[src/rtl/mtx_pkg.sv]
package mtx_pkg;
  typedef enum logic [1:0] {
    OWN_FREE = 2'b00,
    OWN_SEC  = 2'b01,
    OWN_NSEC = 2'b10
  } own_e;

  typedef enum logic [1:0] {
    RGN_NONE,
    RGN_LOCK,
    RGN_OVR,
    RGN_ENG
  } rgn_e;

  // owner code a given world records when it acquires
  function automatic own_e world_code(input logic ns);
    return ns ? OWN_NSEC : OWN_SEC;
  endfunction

  // true when the world of the access currently holds the lock
  function automatic logic world_owns(input own_e o, input logic ns);
    return (o != OWN_FREE) && (o == world_code(ns));
  endfunction
endpackage

[src/rtl/mtx_decode.sv]
module mtx_decode
  import mtx_pkg::*;
#(
  parameter int ADDR_W   = 8,
  parameter int LOCK_OFS = 0,
  parameter int OVR_OFS  = 4,
  parameter int ENG_BASE = 64
) (
  input  logic [ADDR_W-1:0] addr,
  output rgn_e              region
);
  localparam logic [ADDR_W-1:0] LockA = ADDR_W'(LOCK_OFS);
  localparam logic [ADDR_W-1:0] OvrA  = ADDR_W'(OVR_OFS);
  localparam logic [ADDR_W-1:0] EngA  = ADDR_W'(ENG_BASE);

  always_comb begin
    if (addr >= EngA)       region = RGN_ENG;
    else if (addr == LockA) region = RGN_LOCK;
    else if (addr == OvrA)  region = RGN_OVR;
    else                    region = RGN_NONE;
  end
endmodule

[src/rtl/mtx_lock_fsm.sv]
module mtx_lock_fsm
  import mtx_pkg::*;
(
  input  logic clk,
  input  logic rst_n,
  input  logic acc,
  input  logic wr,
  input  logic ns,
  input  logic wzero,
  input  rgn_e region,
  output own_e owner,
  output logic acquire,
  output logic rel_ok,
  output logic force_ok,
  output logic lock_err,
  output logic clr
);
  own_e owner_q;
  logic clr_q;
  logic rd_lock, wr_lock;

  assign rd_lock  = acc && !wr && (region == RGN_LOCK);
  assign wr_lock  = acc &&  wr && (region == RGN_LOCK);
  assign acquire  = rd_lock && (owner_q == OWN_FREE);
  assign lock_err = wr_lock && (owner_q != OWN_FREE) && !world_owns(owner_q, ns);
  assign rel_ok   = wr_lock && wzero && world_owns(owner_q, ns);
  assign force_ok = acc && wr && (region == RGN_OVR) && !ns && (owner_q == OWN_NSEC);

  always_ff @(posedge clk or negedge rst_n) begin
    if (!rst_n) begin
      owner_q <= OWN_FREE;
      clr_q   <= 1'b0;
    end else begin
      if (acquire)               owner_q <= world_code(ns);
      else if (rel_ok || force_ok) owner_q <= OWN_FREE;
      clr_q <= rel_ok || force_ok;
    end
  end

  assign owner = owner_q;
  assign clr   = clr_q;


  acq_code_chk: assert property (@(posedge clk) disable iff (!rst_n)
    (owner_q == OWN_FREE && rd_lock) |=> (owner_q == world_code($past(ns))));

  sec_hold_chk: assert property (@(posedge clk) disable iff (!rst_n)
    (owner_q == OWN_SEC && !rel_ok) |=> (owner_q == OWN_SEC));

  held_keep_chk: assert property (@(posedge clk) disable iff (!rst_n)
    (owner_q != OWN_FREE && !rel_ok && !force_ok) |=> (owner_q == $past(owner_q)));

  clr_after_rel_chk: assert property (@(posedge clk) disable iff (!rst_n)
    (rel_ok || force_ok) |=> (clr_q && owner_q == OWN_FREE));

  clr_single_chk: assert property (@(posedge clk) disable iff (!rst_n)
    clr_q |=> !clr_q);
endmodule

[src/rtl/eng_own_lock.sv]
module eng_own_lock
  import mtx_pkg::*;
#(
  parameter int ADDR_W   = 8,
  parameter int DATA_W   = 32,
  parameter int LOCK_OFS = 0,
  parameter int OVR_OFS  = 4,
  parameter int ENG_BASE = 64
) (
  input  logic              pclk,
  input  logic              presetn,
  input  logic              psel,
  input  logic              penable,
  input  logic              pwrite,
  input  logic [ADDR_W-1:0] paddr,
  input  logic [DATA_W-1:0] pwdata,
  input  logic              pnonsec,
  output logic [DATA_W-1:0] prdata,
  output logic              pready,
  output logic              pslverr,
  output logic              eng_req,
  output logic              eng_wr,
  input  logic [DATA_W-1:0] eng_rdata,
  output logic              eng_clr,
  output logic [1:0]        owner
);
  rgn_e region;
  own_e own;
  logic acc, acquire, rel_ok, force_ok, lock_err, allow;

  assign acc = psel && penable;

  mtx_decode #(
    .ADDR_W(ADDR_W), .LOCK_OFS(LOCK_OFS), .OVR_OFS(OVR_OFS), .ENG_BASE(ENG_BASE)
  ) u_dec (
    .addr(paddr), .region(region)
  );

  mtx_lock_fsm u_fsm (
    .clk(pclk), .rst_n(presetn), .acc(acc), .wr(pwrite), .ns(pnonsec),
    .wzero(pwdata == '0), .region(region), .owner(own), .acquire(acquire),
    .rel_ok(rel_ok), .force_ok(force_ok), .lock_err(lock_err), .clr(eng_clr)
  );

  assign allow   = world_owns(own, pnonsec);
  assign eng_req = acc && (region == RGN_ENG) && allow;
  assign eng_wr  = eng_req && pwrite;
  assign pready  = 1'b1;
  assign owner   = own;

  always_comb begin
    prdata  = '0;
    pslverr = 1'b0;
    case (region)
      RGN_LOCK: begin
        if (!pwrite) prdata = DATA_W'(own);
        pslverr = lock_err;
      end
      RGN_OVR:  pslverr = acc && pnonsec;
      RGN_ENG: begin
        if (allow && !pwrite) prdata = eng_rdata;
        pslverr = acc && !allow;
      end
      default: ;
    endcase
  end


  eng_owned_chk: assert property (@(posedge pclk) disable iff (!presetn)
    eng_req |-> (own != OWN_FREE && !pslverr));

  ovr_ns_chk: assert property (@(posedge pclk) disable iff (!presetn)
    (acc && region == RGN_OVR && pnonsec) |-> (pslverr && prdata == '0 && !force_ok));

  acq_zero_chk: assert property (@(posedge pclk) disable iff (!presetn)
    acquire |-> (prdata == '0 && !pslverr));
endmodule

[config.mk]
export PLATFORM = sky130hd
export DESIGN_NAME = eng_own_lock
export DESIGN_NICKNAME = d
export VERILOG_FILES = /design/src/rtl/mtx_pkg.sv /design/src/rtl/mtx_decode.sv /design/src/rtl/mtx_lock_fsm.sv /design/src/rtl/eng_own_lock.sv
export SDC_FILE = /design/constraint.sdc
export NUM_CORES = 1
export LEC_CHECK = 0
export BUFFER_PORTS_ARGS = -buffer_cell sky130_fd_sc_hd__buf_2
export CORE_ASPECT_RATIO = 0.75
export CORE_UTILIZATION = 25
export CTS_BUF_LIST = sky130_fd_sc_hd__clkbuf_16
export DETAILED_ROUTE_END_ITERATION = 8
export PLACE_DENSITY_LB_ADDON = 0.05
export RECOVER_POWER = 50
export SLEW_MARGIN = 20
export SYNTH_ARGS = -nofsm -noshare
export SYNTH_HDL_FRONTEND = slang
export SYNTH_SLANG_ARGS = --single-unit
[constraint.sdc]
create_clock -name pclk -period 1.6 [get_ports pclk]
set_clock_uncertainty 0.1 [all_clocks]
set_input_delay 0.08 -clock pclk [delete_from_list [all_inputs] [get_ports pclk]]
set_output_delay 0.08 -clock pclk [all_outputs]
set_load 0.005 [all_outputs]
* After elaboration in Yosys (flattened, before gate mapping)
Cells that the tools add are included.
** Cells by class
- Order comparisons :: 1
- Equal/unequal tests :: 6
- Muxes and demuxes :: 10
- Reduce and logical (&&, ||, !) cells :: 29
** Operators by type and width (count)
- case mux 32 bit (2 select lines) :: 1
- logical NOT 32 bit :: 1
- two-way mux 32 bit :: 1
- logical AND 1 bit :: 20
- two-way mux 2 bit :: 7
- == test 8 x 3 -> 1 bit, second input constant :: 1
- greater-or-equal comparator 8 x 7 -> 1 bit, second input constant :: 1
- logical NOT 8 bit :: 1
- == test 2 bit, second input constant :: 3
- nonzero test 2 bit :: 2
- logical NOT 1 bit :: 3
- case mux 1 bit (3 select lines) :: 1
- == test 2 x 1 -> 1 bit, second input constant :: 1
- == test 2 bit :: 1
- logical NOT 2 bit :: 1
- logical OR 1 bit :: 1
** Storage, ports and cells
- Bits in registers :: 3
- Input port bits :: 78
- Output and inout port bits :: 39
- Word-level logic and storage cells :: 48

* Longest topological paths before layout
Gate-level depths: netlist (run 1).
- Depth in word-level cells :: 11
- Depth in mapped cells :: 5
- Mapped depth without buffers :: 4

* By module
A second synthesis (run 1) with hierarchy kept.
** Unflattened totals
- Cell total of the unflattened synthesis :: 96
- Area total of the unflattened synthesis :: 711.9 sq um
** Modules (own cells, without submodules)
- eng_own_lock :: instances 1, cells each 66, area each 444.2 sq um, sequential area each 0.0 sq um
- mtx_lock_fsm :: instances 1, cells each 25, area each 229.0 sq um, sequential area each 75.1 sq um
- mtx_decode :: instances 1, cells each 5, area each 38.8 sq um, sequential area each 0.0 sq um

* Least setup slack after synthesis (run 1)
OpenSTA, ideal clock, no wires.
- Path kind :: register to output
- Start :: reg u_fsm.owner_q[0], in the netlist u_fsm.owner[0]
- End :: out prdata[10]
- Data arrival time :: 1.220 ns
- Data required time :: 1.420 ns
- Path slack :: 0.200 ns
- Stages on the path, launching flop included :: 6
- Path buffers :: 1
- Path through :: dfrtp_1 -> and3b_1 -> a21oi_2 -> nor3_4 -> buf_6 -> and2_1
** Between the ends
- Longest elaborated chain between the ends :: 5
- Elaborated cells between the ends (all ways) :: 6
- Classes of those cells :: 1 x eq/ne; 2 x mux; 3 x reduce/logical
** RTL lines
- from (decl) :: RTL line mtx_lock_fsm.sv:18 : own_e owner_q;
- from (signal assigned) :: RTL line mtx_lock_fsm.sv:34 : if (acquire) owner_q <= world_code(ns);
- == test 2 bit / nonzero test 2 bit (equally long branches) :: RTL line mtx_pkg.sv:22 : return (o != OWN_FREE) && (o == world_code(ns));
- logical AND 1 bit * :: RTL line mtx_pkg.sv:22
- logical AND 1 bit * :: RTL line eng_own_lock.sv:61 : if (allow && !pwrite) prdata = eng_rdata;
- two-way mux 32 bit * :: RTL line eng_own_lock.sv:61
- case mux 32 bit (2 select lines) * :: RTL line eng_own_lock.sv:54 : case (region)
- to (decl) :: RTL line eng_own_lock.sv:18 : output logic [DATA_W-1:0] prdata,
Every way passes the cells marked *; elsewhere a longest branch is shown, timed or not.

* Worst setup path in the final report (run 1)
- Start :: reg u_fsm.owner_q[1], in the netlist u_fsm.owner[1]
- End :: out prdata[1]
** Between the ends
- Longest elaborated chain between the ends :: 5
- Elaborated cells between the ends (all ways) :: 7
- Classes of those cells :: 1 x eq/ne; 3 x mux; 3 x reduce/logical
** RTL lines (RTL line)
- == test 2 bit / nonzero test 2 bit (equally long branches) :: mtx_pkg.sv:22
- logical AND 1 bit :: mtx_pkg.sv:22
- logical AND 1 bit :: eng_own_lock.sv:61
- two-way mux 32 bit :: eng_own_lock.sv:61
- case mux 32 bit (2 select lines) * :: eng_own_lock.sv:54
Marked as above.

==> results by stage, run 1 <==
Timing:
- Setup violations remaining at the end of the flow were counted as 34.
- For the finished layout, the period the worst path requires is roughly 1.8 ns.
- Setup repair after global routing could not meet its margin everywhere.
- The setup total negative slack is -4.66 ns.
- The max-slew headroom at the worst pin is between 50% and 60%.
- After layout, the worst path uses 112% of the clock period.
- The slew at the pin closest to its max-slew limit is 0.643 ns.
- Timing would allow up to 556 MHz.
- The tightest hold margin is roughly 0.059 ns.
- The final setup slack of the worst path is -0.197 ns.
- The final hold violation count is 0.
- The total count of max-transition violations in the final report is 0.

Flow run:
- The count of max-cap constraint violations is 0.

Power:
- The clock group share of total power is between 60% and 70%.
- In this run the static leakage power is 0.896 nW.
- For this design the total switching power over the nets is 0.000121 W.
- The design draws 0.000596 W.
- The switching share of power is 20.3%.
- Combinational logic is responsible for around a fifth of the overall power.
- The internal power of the cells totals between 0.0004 and 0.0005 W.
- The worst IR drop on VDD is 506 µV.
- The fraction of power consumed by sequential logic is between 10 and 15%.
- The ratio of total power to cell area is 386 nW/µm².

Global routing:
- The number of antenna violations at the first check in global routing is 0.
- The number of global-route vias before repair came to 925.
- Global routing used about a fifth of the available tracks across all layers.
- After global routing, the most crowded layer is met2.
- Summed over all layers, the global routing overflow is 0.
- The global-route wire length before repair is approximately 3.8 mm.
- The global-route track usage on met2 is 35.7%.
- Entering global routing, the biggest net connects 10 pins.
- In the global route stage, met1 resource usage came out at 19.9%.
- For met3 alone, demand over resource in global routing was under 10%.

Detailed routing:
- The per-cell routed wire length is 11.8 µm.
- The detail route stage leaves a number of antenna-violating nets equal to 0.
- For this block, the initial DRC count from the detailed router was 31.
- The post-detailed-routing wire length is roughly 2.8 mm.
- The count of unresolved DRC violations after routing is 0.
- In the routed layout, each cell is associated on average with a via count of 4.59.
- The pre-antenna-repair detailed-routing pass consisted of 6 iterations.
- Detailed routing inserted a total of 1,105 vias.

Setup path:
- The capture point of the worst reg-to-reg path is u_fsm.clr$_DFF_PN0_.
- STA classifies the critical path endpoint as an output pin.
- The startpoint identified for the worst register-to-register timing path is u_fsm.owner[1]$_DFFE_PN0P_.
- Measured in cells, the most critical reg-to-reg path has a length of 6.
- The arrival time at the worst endpoint is 1.62 ns.
- On the worst path, the slowest cell contributes a delay of 0.42 ns.
- The startpoint type of the worst setup path is a register.
- Across all register-to-register paths, the minimum setup slack is 0.06 ns.
- For this design, the slowest cell found on the critical path is sky130_fd_sc_hd__dfrtp_1.
- Along the worst path, the maximum fanout reaches 7.
- The critical path is of the register to output pin type.
- The required time of the worst setup path is 1.42 ns.
- Traced cell by cell, the critical path runs through and3b_1, a21oi_4, nor3_4, buf_6, a32o_1, buf_2.

Logic synthesis:
- Yosys printed 0 warnings.
- The part of the Yosys area used for sequential elements is between 10% and 20%.
- The cell area after synthesis is roughly 610 µm².
- In this run the biggest area consumer among cell types represents between 30% and 40% of the synthesized area.
- The post-synthesis mux area share is 1.64%.
- The post-synthesis share of cell area spent on and, or, nand and nor gates is 64.0%.
- The average instance area after synthesis is 7.74 µm².
- The share of the synthesized netlist area taken by xor and xnor gates is 0%.
- The main combinational cell family by area after synthesis is simple AND/OR/NAND/NOR gates.
- The largest area contributor in the netlist is sky130_fd_sc_hd__and2_1.
- The number of distinct standard cells referenced by the synthesized netlist is 28.
- Summing the areas of all fa, ha and maj instances in the mapped netlist gives 0% of the synthesized area.
- The number of nets produced by synthesis is 157.
- The number of instances in the synthesized netlist is 79.
- After synthesis, the cell types taking the most area are sky130_fd_sc_hd__and2_1 31%, sky130_fd_sc_hd__dfrtp_1 12%, sky130_fd_sc_hd__nor4_1 8.2%.
- Summing the areas of all compound-gate instances in the mapped netlist gives 12.3% of the synthesized area.
- The synthesized design contains 3 register bits.

Clock tree:
- The CTS buffer count is 3.
- In this run the number of H-tree levels came out at 1.
- The clock passes through at most 2 buffers.
- The clock tree from TritonCTS is yes.
- The clock latency at the later pin of the worst-skew pair is between 0.2 and 0.25 ns.
- The clock net in this run drives a total of 3 sinks.
- The master cell of the clock root buffer is sky130_fd_sc_hd__clkbuf_16.
- The clock edge transition at the registers on the reported setup and hold paths is 0.03 ns.

Outcome:
- The run finished, with violations left.
- The final reports fail on negative setup slack.

Finish:
- The finished cells cover 1540 µm².
- The antenna diode count is 0.
- The top cell types in the final layout, fill and taps aside, are 99 x sky130_fd_sc_hd__buf_2, 20 x sky130_fd_sc_hd__buf_6, 15 x sky130_fd_sc_hd__and2_4, 15 x sky130_fd_sc_hd__and2_1, 8 x sky130_fd_sc_hd__nor4_1.
- The combined area of the multi-input logic cells is about 550 µm².
- For this run, the post-layout net count is 286.
- Leaving out fill and tap cells, the most frequent cell in the layout is sky130_fd_sc_hd__buf_2.
- From synthesis to final layout, the design area changed by 152%.
- The sequential standard cell area is roughly 75 µm².
- Cells with a size suffix above 1 make up approximately 74% of the layout.
- The layout has 200 filler cells.

Floorplan:
- The die covers around 2700 µm².
- The region available for standard cell placement spans roughly 2300 µm².
- During I/O placement, the number of pins put on the boundary was 117.
- The die is 59.1 µm wide.
- The initial cell density of the core is about a quarter.
- The die height is approximately 45 µm.
- The number of standard-cell rows in the floorplan is 15.

Place:
- Summed over all nets, the half-perimeter wirelength after detailed placement is 2.03 mm.
- Buffers placed on the I/O ports in this run total 115.
- At the end of routability-driven placement, the weighted congestion stood at 0.823.
- The placed standard-cell area is 1210 µm².

Hold path:
- The path type of the worst min-delay path is input pin to register.
- Along the worst hold path, the cell count comes to 2.
- The startpoint of the worst hold path is pnonsec.
- The worst hold path endpoint is u_fsm.owner[0]$_DFFE_PN0P_.
==> routing by layer <==
metal,part of all wire [%],up-vias
li1,-,545
met2,54,49
met4,0.95,0
met1,37,507
met3,8.2,4
met5,0,-
==> cell families (layout without fill, tap and decap cells) <==
kind of cell	count (synthesis)	in the layout
DFF	3	3
other	1	1
buffers and inverters	8	135
muxes	1	1
AOI/OAI and AO/OA	9	9
and+or+nand+nor	57	58
==> Yosys cell counts <==
cell                       count
sky130_fd_sc_hd__and3_1        2
sky130_fd_sc_hd__and2_1       30
sky130_fd_sc_hd__nor4_1        8
sky130_fd_sc_hd__nor4_4        1
sky130_fd_sc_hd__and3b_1       1
sky130_fd_sc_hd__nor4_2        1
sky130_fd_sc_hd__buf_6         3
sky130_fd_sc_hd__a32o_1        2
sky130_fd_sc_hd__nor3_4        1
sky130_fd_sc_hd__conb_1        1
sky130_fd_sc_hd__o22ai_1       3
sky130_fd_sc_hd__dfrtp_1       3
sky130_fd_sc_hd__nand4_1       3
sky130_fd_sc_hd__nor3_2        1
sky130_fd_sc_hd__a41o_1        1
sky130_fd_sc_hd__a32oi_1       1
sky130_fd_sc_hd__inv_1         4
sky130_fd_sc_hd__nand2_1       1
sky130_fd_sc_hd__nand4b_1      1
sky130_fd_sc_hd__and4_2        1
sky130_fd_sc_hd__a21oi_2       1
sky130_fd_sc_hd__nor3b_1       1
sky130_fd_sc_hd__and2_2        1
sky130_fd_sc_hd__nor3_1        1
sky130_fd_sc_hd__mux2i_1       1
sky130_fd_sc_hd__nor2_1        3
sky130_fd_sc_hd__a31o_2        1
sky130_fd_sc_hd__buf_4         1
==> flip-flops by register name (all words and copies together), names as in the netlist <==
register,cells
u_fsm.owner,2
u_fsm.clr,1
==> how the worst max path moves through the flow <==
stage | start | to | slack (ns) | depth (start not counted)
finish | u_fsm.owner[1]$_DFFE_PN0P_ | prdata[1] | -0.20 | 6
global placement | u_fsm.owner[0]$_DFFE_PN0P_ | prdata[8] | -0.04 | 5
detailed placement | u_fsm.owner[0]$_DFFE_PN0P_ | prdata[28] | -0.14 | 5
CTS | u_fsm.owner[1]$_DFFE_PN0P_ | prdata[1] | -0.15 | 6
floorplan | u_fsm.owner[0]$_DFFE_PN0P_ | prdata[10] | 0.20 | 5
global route | u_fsm.owner[1]$_DFFE_PN0P_ | prdata[1] | -0.25 | 6
==> worst max-delay path, delay by kind of cell (launching register included) <==
family / cells / cell delay, ns
and+or+nand+nor: 2 / 0.29
AOI/OAI and AO/OA: 2 / 0.41
buffers and inverters: 2 / 0.28
DFF: 1 / 0.42
==> metrics by stage <==
stage | instances | utilization, % | setup WS (ns)
finish | 241 | 66.9 | -0.197
global route | 241 | 66.9 | -0.248
CTS | 239 | 60.2 | -0.155
detailed placement | 227 | 52.5 | -0.140
global placement | 227 | 52.5 | -0.0424
floorplan | 79 | - | 0.200
==> power by group through the flow <==
stage | clock network [W] | logic (W) | registers [W]
4_1_cts | 0.000398 | 0.000124 | 0.0000764
5_1_grt | 0.000407 | 0.000140 | 0.0000764
2_1_floorplan | 0 | 0.0000191 | 0.0000773
6_report | 0.000393 | 0.000127 | 0.0000764
3_3_place_gp | 0 | 0.000116 | 0.0000773
3_5_place_dp | 0 | 0.000119 | 0.0000773
==> layout make-up <==
cell class	instances	area share, %
Timing Repair Buffer	127	50.5
Tap cell	34	2.76
Clock inverter	1	0.243
Sequential cell	3	4.86
Inverter	4	0.972
Multi-Input combinational cell	69	35.8
Clock buffer	3	4.86
==> timing repair <==
action | CTS | global route
resized for setup | 6 | 33
endpoints found under the hold margin | 3 | 0
setup endpoints to repair | 33 | 37
pin swaps | 17 | 1
hold buffers | 1 | 0
gates cloned | 1 | 0
buffers inserted | 6 | 2
Note: power is estimated with default switching activity, not from simulation.
==> inputs of run 2 (changes only) <==
--- a/config.mk
+++ b/config.mk
@@ -16,3 +16,4 @@
 export SYNTH_ARGS = -nofsm -noshare
 export SYNTH_HDL_FRONTEND = slang
 export SYNTH_SLANG_ARGS = --single-unit
+export TNS_END_PERCENT = 20
==> run 2 against run 1 <==
  * The flow still finishes with violations (negative setup slack)
  * Global-route usage is the same
  * Clock power is essentially flat
  * Hold slack lost 0.011 ns
  * Core utilization shrank 0.87 points
  * Wire length shrank 4.5%
  * Final area shrank 1.3%
==> results by stage, run 2 (same netlist as run 1, synthesis figures left out) <==
Detailed routing:
- The count of unresolved DRC violations after routing is 0.
- The routed design uses 233 µm of met3 wire.
- The count of TritonRoute iterations in the first routing pass is 4.
- After detailed routing, no signal wire sits above met4.
- The routed metal-1 wirelength is 1.01 mm.
- After detailed routing, the average wire length per cell comes to 11.3 µm.
- The detailed route wirelength on metal2 is 1.45 mm.
- Using the TritonRoute via totals, the vias-per-cell ratio works out to 4.58.
- After detailed routing, the total wire length is 2.71 mm.
- Detailed routing inserted a total of 1,099 vias.
- In this run, the number of DRC markers left after iteration 0 of detailed routing was 24.
- The remaining antenna violation count is 0.

Power:
- The completed layout was analyzed and its total power is 0.000594 W.
- In this run, the combinational gates consume 21.1% of the power.
- The total internal power is approximately 0.00047 W.
- The analysis attributes to cell leakage a power of 0.888 nW.
- The worst IR drop on VDD is 505 µV.
- The fraction of power consumed by sequential logic is 12.9%.
- Of the total power, the clock network draws 66.0%.
- The analysis attributes to net switching a power of around 0.00012 W.
- The ratio of total power to cell area is between 300 and 400 nW/µm².
- The switching share of power is 20.0%.

Timing:
- The top achievable clock speed is 562 MHz.
- The final hold violation count is 0.
- The tightest hold margin is 0.0481 ns.
- Setup violations remaining at the end of the flow were counted as 33.
- The total count of max-transition violations in the final report is 0.
- The slew at the pin closest to its max-slew limit is 0.629 ns.
- The final setup slack of the worst path is -0.181 ns.
- Setup repair after global routing could not meet its margin everywhere.
- The final period utilization is 111%.
- The setup total negative slack is -4.20 ns.
- Headroom to the max-slew limit came out at 57.9%.
- Counting I/O delays and the setup requirement, the final critical path takes around 1.8 ns.

Setup path:
- The setup check on the worst reg-to-reg path leaves a slack of 0.09 ns.
- The worst setup path is of the register to output pin kind.
- Data on the critical path arrives at its endpoint at 1.60 ns.
- The startpoint type of the worst setup path is a register.
- Along the worst path, the maximum fanout reaches 7.
- At the worst endpoint, the required time is 1.42 ns.
- The worst setup path is captured at an output pin.

Global routing:
- The number of global-route vias before repair is roughly 900.
- The total overflow left after global routing is 0.
- Entering global routing, the biggest net connects 10 pins.
- The number of antenna violations at the first check in global routing was 0.
- The total global routing track utilization is 18.9%.
- The first global-routing pass estimated about 3.8 mm of wire.

Place:
- Summed over all nets, the half-perimeter wirelength after detailed placement is ~2.0 mm.
- The routability congestion estimate from global placement is 0.823.
- The number of port buffers is between 100 and 150.
- The number of placed instances, taps included is 227.

Floorplan:
- The area of the die is 2650 µm².
- The initial cell density of the core is between 20% and 30%.
- In this run the count of I/O pins placed on the die edge is 117.
- The die height is 44.8 µm.
- Measured along the x axis, the die boundary spans 59.1 µm.
- The number of standard-cell rows in the floorplan is 15.
- The placeable core area is 2310 µm².

Outcome:
- The run finished, with violations left.
- The final reports fail on negative setup slack.

Finish:
- Leaving out fill and tap cells, the most frequent cell in the layout is sky130_fd_sc_hd__buf_2.
- Relative to the synthesized area, the layout overhead comes to 149%.
- The final cell count without fillers is 240.
- The final layout contains around 290 nets.
- The combined area of the multi-input logic cells is 551 µm².
- Cells with a size suffix above 1 make up between 70 and 80% of the layout.
- The antenna diode count is 0.
- The flip-flop count of the largest register, all copies and words added is 2.
- The sequential standard cell area is roughly 75 µm².
- The filler cells instantiated in the layout total 203.
- The library cells used most frequently in the layout, excluding fill and tap cells, are 100 x sky130_fd_sc_hd__buf_2, 18 x sky130_fd_sc_hd__buf_6, 16 x sky130_fd_sc_hd__and2_1, 14 x sky130_fd_sc_hd__and2_4, 8 x sky130_fd_sc_hd__nor4_1.

Clock tree:
- The clock latency at the later pin of the worst-skew pair is about 0.23 ns.
- The number of levels the H-tree was split into is 1.
- The CTS buffer count is 3.
- The maximum count of clock buffers along a single path is 2.
- Clock-pin slew was measured on the worst setup and hold paths at 0.03 ns.
- The number of sinks on the clock net is 3.
- The clock tree from TritonCTS is yes.
- The tree is rooted in a sky130_fd_sc_hd__clkbuf_16.

Hold path:
- The path type of the worst min-delay path is input pin to register.

Flow run:
- The count of max-cap constraint violations is 0.
==> run 2: critical path, stage by stage, from the launching register on <==
cell                      delay, ns
sky130_fd_sc_hd__dfrtp_1       0.41
sky130_fd_sc_hd__and3b_1       0.21
sky130_fd_sc_hd__a21oi_4       0.21
sky130_fd_sc_hd__nor3_4        0.08
sky130_fd_sc_hd__buf_6         0.15
sky130_fd_sc_hd__a32o_1        0.19
sky130_fd_sc_hd__buf_2         0.12
==> run 2: layout make-up <==
| cell class | instances | share of cell area [%] |
|---|---|---|
| clock inverters | 1 | 0.246 |
| repair buffers | 126 | 50.0 |
| flip-flops and latches | 3 | 4.93 |
| well taps | 34 | 2.79 |
| clock buffers | 3 | 4.93 |
| inverters | 4 | 0.985 |
| multi-input cells | 69 | 36.1 |
==> run 2: through the flow <==
stage	worst slack [ns]	util, %	area (µm²)
finish	-0.181	66.0	1520
global placement	-0.0424	52.5	1210
detailed placement	-0.140	52.5	1210
floorplan	0.200	-	612
global route	-0.248	66.0	1520
CTS	-0.155	60.2	1390
==> run 2: power groups by stage <==
stage	registers, W	logic, W	clock network [W]
final	0.0000765	0.000125	0.000392
after global routing	0.0000764	0.000139	0.000407
after CTS	0.0000764	0.000124	0.000398
after global placement	0.0000773	0.000116	0
after detailed placement	0.0000773	0.000119	0
after floorplan	0.0000773	0.0000191	0
==> run 2: path summary, 6_finish.rpt <==
path / start / end / depth (start not counted)
setup / recovery: u_fsm.owner[1]$_DFFE_PN0P_ / prdata[1] / 6
setup reg to reg: u_fsm.owner[1]$_DFFE_PN0P_ / u_fsm.owner[1]$_DFFE_PN0P_ / 5
max in group asynchronous: presetn / u_fsm.clr$_DFF_PN0_ / 2
min in group asynchronous: presetn / u_fsm.owner[0]$_DFFE_PN0P_ / 2
hold reg to reg: u_fsm.owner[0]$_DFFE_PN0P_ / u_fsm.owner[0]$_DFFE_PN0P_ / 3
hold / removal: pnonsec / u_fsm.owner[0]$_DFFE_PN0P_ / 2
==> run 2: per-layer routing <==
layer	global-route usage, %	vias up
met5	0	-
met4	9.05	0
met3	4.58	4
met2	35.7	47
met1	19.9	502
li1	-	546
==> run 2: what timing repair did <==
action / CTS / global route
gates resized for setup: 6 / 30
buffers inserted: 6 / 1
endpoints found under the setup margin: 33 / 37
hold buffers: 1 / 0
cloned: 1 / 0
pin swaps: 17 / 0
hold endpoints to repair: 3 / 0
==> inputs of run 3 (changes only) <==
--- a/config.mk
+++ b/config.mk
@@ -10,6 +10,8 @@
 export CORE_UTILIZATION = 25
 export CTS_BUF_LIST = sky130_fd_sc_hd__clkbuf_16
 export DETAILED_ROUTE_END_ITERATION = 8
+export GPL_TIMING_DRIVEN = 0
+export MAX_ROUTING_LAYER = met4
 export PLACE_DENSITY_LB_ADDON = 0.05
 export RECOVER_POWER = 50
 export SLEW_MARGIN = 20
==> run 3 against run 2 <==
  * The run still ends with negative setup slack left
  * Sequential share of layout area down 0.082 points
  * Critical path depth up 1
  * Clock power barely moved
  * First-iteration DRC count grew 110%
==> results by stage, run 3 (same netlist as run 1, synthesis figures left out) <==
Place:
- OpenSTA, run right after detailed placement, puts the worst setup slack at -0.0000293 ns.
- The routability congestion estimate from global placement is 0.785.
- The placed instances occupy a cell area of 1230 µm².
- Detailed placement finished with a half-perimeter wire length of 2.04 mm.
- The number of port buffers is 115.
- The number of placed instances, taps included, is 228.

Clock tree:
- The number of levels the H-tree was split into is 1.
- The clock tree from TritonCTS is yes.
- Clock tree synthesis found a total of 3 sinks.
- The clock latency at the later pin of the worst-skew pair is 0.22 ns.
- The clock edge transition at the registers on the reported setup and hold paths is 0.03 ns.
- The master cell of the clock root buffer is sky130_fd_sc_hd__clkbuf_16.
- Clock tree synthesis inserted a total of 3 buffers.
- The clock passes through at most 2 buffers.

Outcome:
- The run finished, with violations left.
- The final reports fail on negative setup slack.

Global routing:
- The number of global-route vias before repair is 907.
- The global-route wire length before repair is 3.68 mm.
- After global routing the overflow that remains totals 0.
- The number of antenna violations at the first check in global routing is 0.
- Entering global routing, the biggest net connects 11 pins.
- The total global routing track utilization is 18.6%.

Floorplan:
- The placeable core area is about 2300 µm².
- The die height is between 40 and 50 µm.
- The I/O pin total is 117.
- The number of standard-cell rows in the floorplan is 15.
- The floorplan step defined a die boundary enclosing 2650 µm².
- The initial cell density of the core is 26.5%.
- From left edge to right edge, the die measures about 59 µm.

Finish:
- From synthesis to final layout, the design area changed by 162%.
- Once layout is done, the placed cells without fillers occupy 1600 µm².
- Leaving out fill and tap cells, the most frequent cell in the layout is sky130_fd_sc_hd__buf_2.
- The register with the most flip-flops in the layout has 2 of them.
- Of the cells placed in the final design, the portion with a size suffix greater than 1 is 78.7%.
- The utilization of the core after routing is between 60% and 70%.
- The number of antenna diodes in the final layout is 0.
- For this run, the post-layout net count is between 200 and 300.
- The library cells used most frequently in the layout, excluding fill and tap cells, are 93 x sky130_fd_sc_hd__buf_2, 28 x sky130_fd_sc_hd__buf_6, 22 x sky130_fd_sc_hd__and2_4, 8 x sky130_fd_sc_hd__and2_1, 8 x sky130_fd_sc_hd__nor4_1.
- The final cell count without fillers is around 240.

Hold path:
- The worst hold path depth is 2.
- The worst hold path belongs to the class input pin to register.

Detailed routing:
- Once detail routing completed, the nets flagged for antenna violations numbered 0.
- The starting DRC count in detailed routing is 50.
- The detailed-route via count is 1,120.
- Using the TritonRoute via totals, the vias-per-cell ratio works out to roughly 4.6.
- For this run, the detailed router's first-pass iteration total came to 4.
- After detailed routing, the average wire length per cell comes to roughly 12 µm.
- Summed over all layers, the routed wires come to roughly 3.0 mm.
- For this run, design rule violations remaining after detail routing come to 0.

Power:
- The leakage power of the design is 0.912 nW.
- The worst IR drop on VDD is 559 µV.
- The ratio of total power to cell area is 373 nW/µm².

Timing:
- The final setup slack of the worst path is -0.201 ns.
- The count of endpoints failing setup in the final report is 34.
- Setup repair after global routing could not meet its margin everywhere.
- The total count of max-transition violations in the final report is 0.
- Subtracting the final worst setup slack from the clock period gives 1.80 ns.
- Of the available clock period, the critical path in the final layout requires 113%.
- For this run, the top clock speed supported by timing is roughly 560 MHz.
- The final hold violation count is 0.

Setup path:
- STA classifies the critical path startpoint as a register.
- The largest fanout on the critical path is 5.
- The arrival time at the worst endpoint is 1.62 ns.
- The worst setup path is captured at an output pin.
- The required time of the worst setup path is between 1 and 1.5 ns.
- For the worst flop-to-flop path, the logic depth is 5.
- By startpoint and endpoint, the worst setup path is classified as register to output pin.

Flow run:
- Max-cap violations in this run came to 0.
-- run 3: changes by cell type in the layout (fill, tap and decap cells not counted), moves of 2 or more --
cell / delta
sky130_fd_sc_hd__and2_1: -8
sky130_fd_sc_hd__and2_4: +8
sky130_fd_sc_hd__buf_2: -7
sky130_fd_sc_hd__buf_6: +10
sky130_fd_sc_hd__dfrtp_1: -2
sky130_fd_sc_hd__dfrtp_2: +2
-- run 3: final timing paths --
path	start	endpoint	slack [ns]
worst max-delay path	u_fsm.owner[1]$_DFFE_PN0P_	prdata[30]	-0.20
worst min-delay path	pnonsec	u_fsm.owner[0]$_DFFE_PN0P_	0.04
worst max register to register	u_fsm.owner[0]$_DFFE_PN0P_	u_fsm.owner[0]$_DFFE_PN0P_	0.08
worst min register to register	u_fsm.owner[1]$_DFFE_PN0P_	u_fsm.clr$_DFF_PN0_	0.61
max in group asynchronous	presetn	u_fsm.owner[1]$_DFFE_PN0P_	1.13
min in group asynchronous	presetn	u_fsm.clr$_DFF_PN0_	0.10
-- run 3: cell type report --
type / count / area, µm²
inverter: 4 / 15.0
clock inverter: 1 / 3.75
buffer: 4 / 41.3
sequential: 3 / 77.6
clock buffer: 3 / 75.1
multi-input combinational: 68 / 556
tap: 34 / 42.5
timing repair buffer: 124 / 791
fill: 189 / 707
-- run 3: layer usage --
metal | share of wire [%] | vias up | GRT usage (%)
met4 | 1.8 | 0 | 9.05
li1 | - | 546 | -
met2 | 55 | 59 | 33.4
met1 | 35 | 507 | 20.3
met5 | 0 | - | -
met3 | 8.0 | 8 | 2.87
-- run 3: timing repair --
item                                    CTS  global route
gates cloned                              1             2
pin swaps                                20            12
hold buffers                              1             0
endpoints found under the setup margin   33            38
hold endpoints to repair                  3             0
gates resized for setup                   5            48
buffers inserted                          4             1
-- run 3: per-stage QoR --
stage | hold WS, ns | TNS [ns] | power, W
2_1_floorplan | -0.316 | 0 | 0.0000964
5_1_grt | 0.0553 | -6.27 | 0.000623
4_1_cts | 0.0358 | -5.99 | 0.000597
3_3_place_gp | -0.223 | 0 | 0.000194
6_report | 0.0428 | -4.85 | 0.000598
3_5_place_dp | -0.221 | -0.0000293 | 0.000197
-- run 3: where the power goes --
group	total, W	leakage (nW)	switching (W)	internal, W
clock network	0.000395	0.0423	0.0000720	0.000323
registers	0.0000764	0.0308	0	0.0000764
logic	0.000127	0.839	0.0000492	0.0000776
-- run 3: worst max-delay path: stages, from the launching register on --
cell                      delay (ns)
sky130_fd_sc_hd__dfrtp_2        0.42
sky130_fd_sc_hd__and3b_2        0.22
sky130_fd_sc_hd__a21oi_4        0.15
sky130_fd_sc_hd__nor3_4         0.06
sky130_fd_sc_hd__buf_6          0.15
sky130_fd_sc_hd__buf_6          0.12
sky130_fd_sc_hd__and2_1         0.14
sky130_fd_sc_hd__buf_2          0.13
